<file path="src/rtl/recall_pkg.sv">
package recall_pkg;

  typedef enum logic [2:0] {
    ST_IDLE,
    ST_SHOW_ON,
    ST_SHOW_GAP,
    ST_WAIT_INPUT,
    ST_RESULT,
    ST_NEXT
  } game_state_t;

  // segment bits are {g,f,e,d,c,b,a}
  localparam logic [6:0] SEG_BLANK = 7'h00;
  localparam logic [6:0] SEG_DASH  = 7'h40;
  localparam logic [6:0] SEG_PASS  = 7'h73;
  localparam logic [6:0] SEG_FAIL  = 7'h71;

  // maximal-length polynomial x^16 + x^14 + x^13 + x^11 + 1
  function automatic logic [15:0] lfsr_advance(input logic [15:0] s);
    return {s[14:0], s[15] ^ s[13] ^ s[12] ^ s[10]};
  endfunction

endpackage

</file>
<file path="src/rtl/recall_seq.sv">
module recall_seq
  import recall_pkg::*;
#(
  parameter int          IDX_W = 2,
  parameter logic [15:0] SEED  = 16'hACE1
) (
  input  logic             clk,
  input  logic             rst_n,
  input  logic             snap,
  input  logic             step_gen,
  input  logic             step_chk,
  output logic [IDX_W-1:0] show_pos,
  output logic [IDX_W-1:0] want_pos
);

  logic [15:0] gen_q;
  logic [15:0] chk_q;
  logic [15:0] chk_nx;

  assign chk_nx   = lfsr_advance(chk_q);
  assign show_pos = gen_q[IDX_W-1:0];
  assign want_pos = chk_nx[IDX_W-1:0];

  always_ff @(posedge clk or negedge rst_n) begin
    if (!rst_n) begin
      gen_q <= SEED;
      chk_q <= SEED;
    end else begin
      if (step_gen) gen_q <= lfsr_advance(gen_q);
      if (snap)          chk_q <= gen_q;
      else if (step_chk) chk_q <= chk_nx;
    end
  end

  // neither register may fall into the all-zero lock-up state
  a_r2_lfsr_nonzero: assert property (@(posedge clk) disable iff (!rst_n)
    (gen_q != 16'h0) && (chk_q != 16'h0));

endmodule

</file>
<file path="src/rtl/recall_timer.sv">
module recall_timer #(
  parameter int W = 16
) (
  input  logic         clk,
  input  logic         rst_n,
  input  logic         load,
  input  logic [W-1:0] load_val,
  output logic         done
);

  logic [W-1:0] cnt_q;

  always_ff @(posedge clk or negedge rst_n) begin
    if (!rst_n)              cnt_q <= '0;
    else if (load)           cnt_q <= load_val;
    else if (cnt_q != '0)    cnt_q <= cnt_q - 1'b1;
  end

  assign done = (cnt_q == '0);

  // without a load the count never rises
  a_r3_timer_no_rise: assert property (@(posedge clk) disable iff (!rst_n)
    !load |=> (cnt_q <= $past(cnt_q)));

endmodule

</file>
<file path="src/rtl/recall_face.sv">
module recall_face
  import recall_pkg::*;
#(
  parameter int NUM_LEDS = 4,
  parameter int IDX_W    = 2
) (
  input  game_state_t      state,
  input  logic             pass,
  input  logic [IDX_W-1:0] show_pos,
  output logic [NUM_LEDS-1:0] led,
  output logic [6:0]       seg
);

  always_comb begin
    led = '0;
    if (state == ST_SHOW_ON) led[show_pos] = 1'b1;
  end

  always_comb begin
    unique case (state)
      ST_WAIT_INPUT: seg = SEG_DASH;
      ST_RESULT:     seg = pass ? SEG_PASS : SEG_FAIL;
      default:       seg = SEG_BLANK;
    endcase
  end

endmodule

</file>
<file path="src/rtl/recall_game.sv">
module recall_game
  import recall_pkg::*;
#(
  parameter int          NUM_LEDS    = 4,
  parameter int          MAX_LEN     = 16,
  parameter int          PERIOD_W    = 16,
  parameter int          HOLD_CYCLES = 40000,
  parameter logic [15:0] SEED        = 16'hACE1
) (
  input  logic                         clk,
  input  logic                         rst_n,
  input  logic [NUM_LEDS-1:0]          btn,
  input  logic [$clog2(MAX_LEN+1)-1:0] cfg_len,
  input  logic [PERIOD_W-1:0]          cfg_on,
  output logic [NUM_LEDS-1:0]          led,
  output logic [6:0]                   seg
);

  localparam int IDX_W  = $clog2(NUM_LEDS);
  localparam int LEN_W  = $clog2(MAX_LEN + 1);
  localparam int HOLD_W = $clog2(HOLD_CYCLES + 1);
  localparam int TMR_W  = (PERIOD_W > HOLD_W) ? PERIOD_W : HOLD_W;

  game_state_t state, state_n;

  logic [LEN_W-1:0]    len_r, shown_r, cnt_r, len_in;
  logic [PERIOD_W-1:0] on_r, gap_r, on_in, gap_in;
  logic                pass_r;

  logic                snap, step_gen, step_chk, begin_rnd;
  logic                t_load, t_done;
  logic [TMR_W-1:0]    t_val;
  logic [IDX_W-1:0]    show_pos, want_pos;
  logic [NUM_LEDS-1:0] want_oh;
  logic                pressed, hit;

  // round settings, clamped before they are latched
  always_comb begin
    if (cfg_len == '0)                      len_in = LEN_W'(1);
    else if (cfg_len > LEN_W'(MAX_LEN))     len_in = LEN_W'(MAX_LEN);
    else                                    len_in = cfg_len;
    on_in  = (cfg_on == '0) ? PERIOD_W'(1) : cfg_on;
    gap_in = ((on_in >> 2) == '0) ? PERIOD_W'(1) : (on_in >> 2);
  end

  assign want_oh = {{(NUM_LEDS-1){1'b0}}, 1'b1} << want_pos;
  assign pressed = |btn;
  assign hit     = (btn == want_oh);

  always_comb begin
    state_n   = state;
    snap      = 1'b0;
    step_gen  = 1'b0;
    step_chk  = 1'b0;
    begin_rnd = 1'b0;
    t_load    = 1'b0;
    t_val     = '0;
    unique case (state)
      ST_IDLE: if (pressed) begin_rnd = 1'b1;
      ST_SHOW_ON: if (t_done) begin
        state_n = ST_SHOW_GAP;
        t_load  = 1'b1;
        t_val   = TMR_W'(gap_r - 1'b1);
      end
      ST_SHOW_GAP: if (t_done) begin
        if (shown_r == len_r) begin
          state_n = ST_WAIT_INPUT;
        end else begin
          state_n  = ST_SHOW_ON;
          step_gen = 1'b1;
          t_load   = 1'b1;
          t_val    = TMR_W'(on_r - 1'b1);
        end
      end
      ST_WAIT_INPUT: if (pressed) begin
        if (hit) step_chk = 1'b1;
        if (!hit || ((cnt_r + 1'b1) == len_r)) begin
          state_n = ST_RESULT;
          t_load  = 1'b1;
          t_val   = TMR_W'(HOLD_CYCLES - 1);
        end
      end
      ST_RESULT: if (t_done) state_n = ST_NEXT;
      ST_NEXT:   begin_rnd = 1'b1;
      default:   state_n = ST_IDLE;
    endcase
    if (begin_rnd) begin
      state_n  = ST_SHOW_ON;
      snap     = 1'b1;
      step_gen = 1'b1;
      t_load   = 1'b1;
      t_val    = TMR_W'(on_in - 1'b1);
    end
  end

  always_ff @(posedge clk or negedge rst_n) begin
    if (!rst_n) begin
      state   <= ST_IDLE;
      len_r   <= LEN_W'(1);
      on_r    <= PERIOD_W'(1);
      gap_r   <= PERIOD_W'(1);
      shown_r <= '0;
      cnt_r   <= '0;
      pass_r  <= 1'b0;
    end else begin
      state <= state_n;
      if (begin_rnd) begin
        len_r   <= len_in;
        on_r    <= on_in;
        gap_r   <= gap_in;
        shown_r <= LEN_W'(1);
        cnt_r   <= '0;
      end else if (step_gen) begin
        shown_r <= shown_r + 1'b1;
      end
      if (step_chk) cnt_r <= cnt_r + 1'b1;
      if (state == ST_WAIT_INPUT && state_n == ST_RESULT) pass_r <= hit;
    end
  end

  recall_seq #(.IDX_W(IDX_W), .SEED(SEED)) u_seq (
    .clk      (clk),
    .rst_n    (rst_n),
    .snap     (snap),
    .step_gen (step_gen),
    .step_chk (step_chk),
    .show_pos (show_pos),
    .want_pos (want_pos)
  );

  recall_timer #(.W(TMR_W)) u_timer (
    .clk      (clk),
    .rst_n    (rst_n),
    .load     (t_load),
    .load_val (t_val),
    .done     (t_done)
  );

  recall_face #(.NUM_LEDS(NUM_LEDS), .IDX_W(IDX_W)) u_face (
    .state    (state),
    .pass     (pass_r),
    .show_pos (show_pos),
    .led      (led),
    .seg      (seg)
  );

  // at most one LED lit
  a_r3_led_onehot: assert property (@(posedge clk) disable iff (!rst_n)
    $onehot0(led));

  // a mismatching press ends the round with a fail
  a_r7_wrong_press_fails: assert property (@(posedge clk) disable iff (!rst_n)
    (state == ST_WAIT_INPUT && pressed && !hit) |=> (state == ST_RESULT && !pass_r));

  // settings only change when a round begins
  a_r5_settings_held: assert property (@(posedge clk) disable iff (!rst_n)
    (state != ST_IDLE && state != ST_NEXT) |=> ($stable(len_r) && $stable(on_r)));

  // the result hold is not disturbed by buttons
  a_r8_result_steady: assert property (@(posedge clk) disable iff (!rst_n)
    (state == ST_RESULT && !t_done) |=> (state == ST_RESULT && $stable(pass_r)));

  // the blank cycle is followed by a new display
  a_r9_next_shows: assert property (@(posedge clk) disable iff (!rst_n)
    (state == ST_NEXT) |=> (state == ST_SHOW_ON));

  // accepted presses never run past the round length
  a_r6_count_bounded: assert property (@(posedge clk) disable iff (!rst_n)
    (state == ST_WAIT_INPUT) |-> (cnt_r < len_r));

endmodule

</file>
<file path="config.mk">
export PLATFORM = sky130hd
export DESIGN_NAME = recall_game
export DESIGN_NICKNAME = d
export VERILOG_FILES = /design/src/rtl/recall_pkg.sv /design/src/rtl/recall_seq.sv /design/src/rtl/recall_timer.sv /design/src/rtl/recall_face.sv /design/src/rtl/recall_game.sv
export SDC_FILE = /design/constraint.sdc
export NUM_CORES = 1
export LEC_CHECK = 0
export BUFFER_PORTS_ARGS = -buffer_cell sky130_fd_sc_hd__buf_2
export CORE_ASPECT_RATIO = 1.1
export CORE_MARGIN = 1
export CORE_UTILIZATION = 45
export CTS_BUF_LIST = sky130_fd_sc_hd__clkbuf_8
export DETAILED_ROUTE_END_ITERATION = 12
export SKIP_CTS_REPAIR_TIMING = 1
export SYNTH_ARGS = -nofsm -noshare
export SYNTH_HDL_FRONTEND = slang
export SYNTH_HIERARCHICAL = 1
export SYNTH_SLANG_ARGS = --single-unit
export TNS_END_PERCENT = 50
</file>
<file path="constraint.sdc">
create_clock -name clk -period 3.67 [get_ports clk]
set_input_delay 0.734 -clock clk [delete_from_list [all_inputs] [get_ports clk]]
set_output_delay 0.734 -clock clk [all_outputs]
set_load 0.1 [all_outputs]
</file>
==> reports/metrics.cfg <==
[status]
status=finished clean

[cells_and_area]
area_growth_pct=9.13
fin_nets=692
stdcell_count=821
num_antenna_cells=0
layout-drive-gt1-share=0.185
final_common_cell=nand2_1
final_cell_mix=120 x nand2_1, 76 x dfrtp_1, 46 x xnor2_1

[synth]
yosys.area.top_type=dfrtp_1
synth_top_family_by_area=simple AND/OR/NAND/NOR gates
netlist.area_leader.share=0.328
ys_seq_area_frac=0.414
ys.flop_type=dfrtp_1
netlist_area_sq_mm=0.00580
syn_area_per_cell_sq_um=9.14
synth_area_leaders=dfrtp_1 33%, dfstp_2 8.6%, nand2_1 7.8%
synth_xor_area_frac=0.0967
synth_compound_area_frac=0.124
synthDistinctLibCells=74
synthMuxAreaShare=0.0762
ys_warn_count=6
synthArstFlopShare=1.00
synth-simple-area-share=0.234
synth_fa_ha_area_frac=0.0130
synthCells=634
synth_edf_count=0
synth.ff_latch_count=95

[place]
pre_cts_ws_ns=0.303
gp_congestion=0.895
portBuffers=35
dp_hpwl_um=9980
post-place-cells=805

[timing]
tightest_slew_ns=0.739
slew_headroom=0.507
period_minus_slack_ns=3.38
tns_ns=0
rsz0062_at_grt=false
fin_ws_ns=0.295
whs_ns=0.395
finClkSkew_ns=0.0122
max_clock_freq_mhz=296
setup_viol=0
hold_viol_final=0
maxSlewViolCount=0
fin_crit_sh=0.920

[cts]
cts_max_path_buffers=2
clkTransAtPathRegs_ns=0.09
cts.sinks=95
cts_tree=done
htreeDepth=3
cts_root_buf=clkbuf_8
cts_buffers=9
insertion_delay_ns=0.38

[floorplanning]
die_x_um=110
design.die.area_sq_mm=0.0133
num_rows=43
coreArea_sq_mm=0.0126
start_util=0.460
die_height_um=121
ios=38

[worst_setup_path]
end_kind=register
required_ns=3.99
critPathLaunchType=register
critPathKind=register to register
crit_arrival_ns=3.69
crit_path_max_fanout=14
cp_slowest_cell=or4b_4
crit_path_cell_trace=inv_1, ha_1, or4b_4, or4_4, nor4b_4, nand2b_1, nor2_1, o21ai_1, buf_4, or4_1, a21oi_1
cp_slowest_stage_delay_ns=0.52

[power_and_ir_drop]
irDropWorstVdd_uv=680
cellPowerDensity_mw_per_mm2=741
power.leakage_uw=0.00271
total_power_uw=4690

[global_routing]
grt_util_all_layers=0.219
grt_pass1_vias=4358
grt_pass1_wl_um=22200
grt.overflow.total=0
grt_max_degree=59
antenna_found_initial=0

[route]
wl_um=13300
drc_errors=0
post_drt_wl_per_cell_um=16.2
ant_nets=0
routed_via_density=5.63
drt-pass1-iter-count=5
dr.first_iter.drc_count=358
vias=4620

[hold_path]
hold_path_class=primary input to async pin

[job]
maxCapViolations=0

## sequential cells by signal, summed over array words and instances (netlist names)
register,flops
cnt_r,5
gap_r,13
len_r,5
on_r,15
pass_r,1
shown_r,5
state,3
u_seq/chk_q,16
u_seq/gen_q,16
u_timer/cnt_q,16
## stage by stage
step	area [sq um]	utilization
2_1_floorplan	5810	-
3_3_place_gp	6120	0.486
3_5_place_dp	6120	0.486
4_1_cts	6320	0.502
5_1_grt	6330	0.502
6_report	6330	0.502
## worst max-delay path, delay by kind of cell, from the launching register on
kind	cells	cell delay, ns
simple gates	6	2.11
compound gates	2	0.26
fa+ha+maj	1	0.21
buf+inv	2	0.30
flops	1	0.42
## Yosys cell counts (3+ instances only)
master / number
or3_1: 6
a22o_1: 3
nor4_1: 17
a31oi_1: 3
o21ai_0: 32
xor2_1: 18
nand3_1: 11
xnor2_1: 46
nor2b_1: 4
nand4b_1: 4
nand4_1: 3
dfrtp_1: 76
ha_1: 6
nor2_1: 42
a211o_1: 7
inv_1: 13
clkbuf_1: 26
nand3b_1: 6
or4_1: 9
a21oi_1: 11
nor4b_1: 4
mux2_2: 17
nor3_1: 16
mux2i_1: 25
o22ai_1: 8
o31ai_1: 8
nand2_1: 120
nand2b_1: 5
o21ai_1: 5
buf_4: 8
or2_2: 3
a21o_1: 3
o31a_1: 4
dfstp_2: 19
## area by class of cell
type                       instances  area, sq um
tap                              157          196
fill                            1204         6260
timing repair buffer              51          298
multi-input combinational        488         3170
inverter                          14         52.6
clock buffer                      10          138
sequential                        95         2400
clock inverter                     6         67.6
## per-layer routing
metal / global-route usage / share of wire / vias to the layer above
met5: 0 / 0 / -
met4: 0.0757 / 0.017 / 0
met3: 0.0478 / 0.055 / 22
met2: 0.318 / 0.44 / 131
met1: 0.320 / 0.48 / 2191
li1: - / - / 2276
## cell families (layout without fill, tap and decap cells)
family | count (synthesis) | in the layout
and+or+nand+nor | 267 | 267
AOI/OAI and AO/OA | 107 | 107
buffers and inverters | 52 | 81
muxes | 42 | 42
DFF | 95 | 95
xor gates and xnor gates | 64 | 64
other | 1 | 2
adders and majority gates | 6 | 6
## report_power, final
| part | switching [uW] | internal, uW |
|---|---|---|
| Sequential | 478 | 1480 |
| Combinational | 1180 | 825 |
| Clock | 390 | 338 |
| Total | 2050 | 2640 |
## path summary, 6_finish.rpt
| kind | slack, ns | to | startpoint | cells after the start |
|---|---|---|---|---|
| max | 0.29 | shown_r[3]$_DFFE_PN0P_ | u_timer/cnt_q[0]$_DFFE_PN0P_ | 11 |
| min | 0.39 | u_seq/chk_q[2]$_DFFE_PN0P_ | rst_n | 1 |
| max reg2reg | 0.29 | shown_r[3]$_DFFE_PN0P_ | u_timer/cnt_q[0]$_DFFE_PN0P_ | 11 |
| min reg2reg | 0.50 | u_seq/chk_q[5]$_DFFE_PN1P_ | u_seq/gen_q[5]$_DFFE_PN1P_ | 2 |
| max in group asynchronous | 2.45 | on_r[0]$_DFFE_PN1P_ | rst_n | 2 |
| min in group clk | 0.50 | u_seq/chk_q[5]$_DFFE_PN1P_ | u_seq/gen_q[5]$_DFFE_PN1P_ | 2 |
Note: power is estimated with default switching activity, not from simulation.
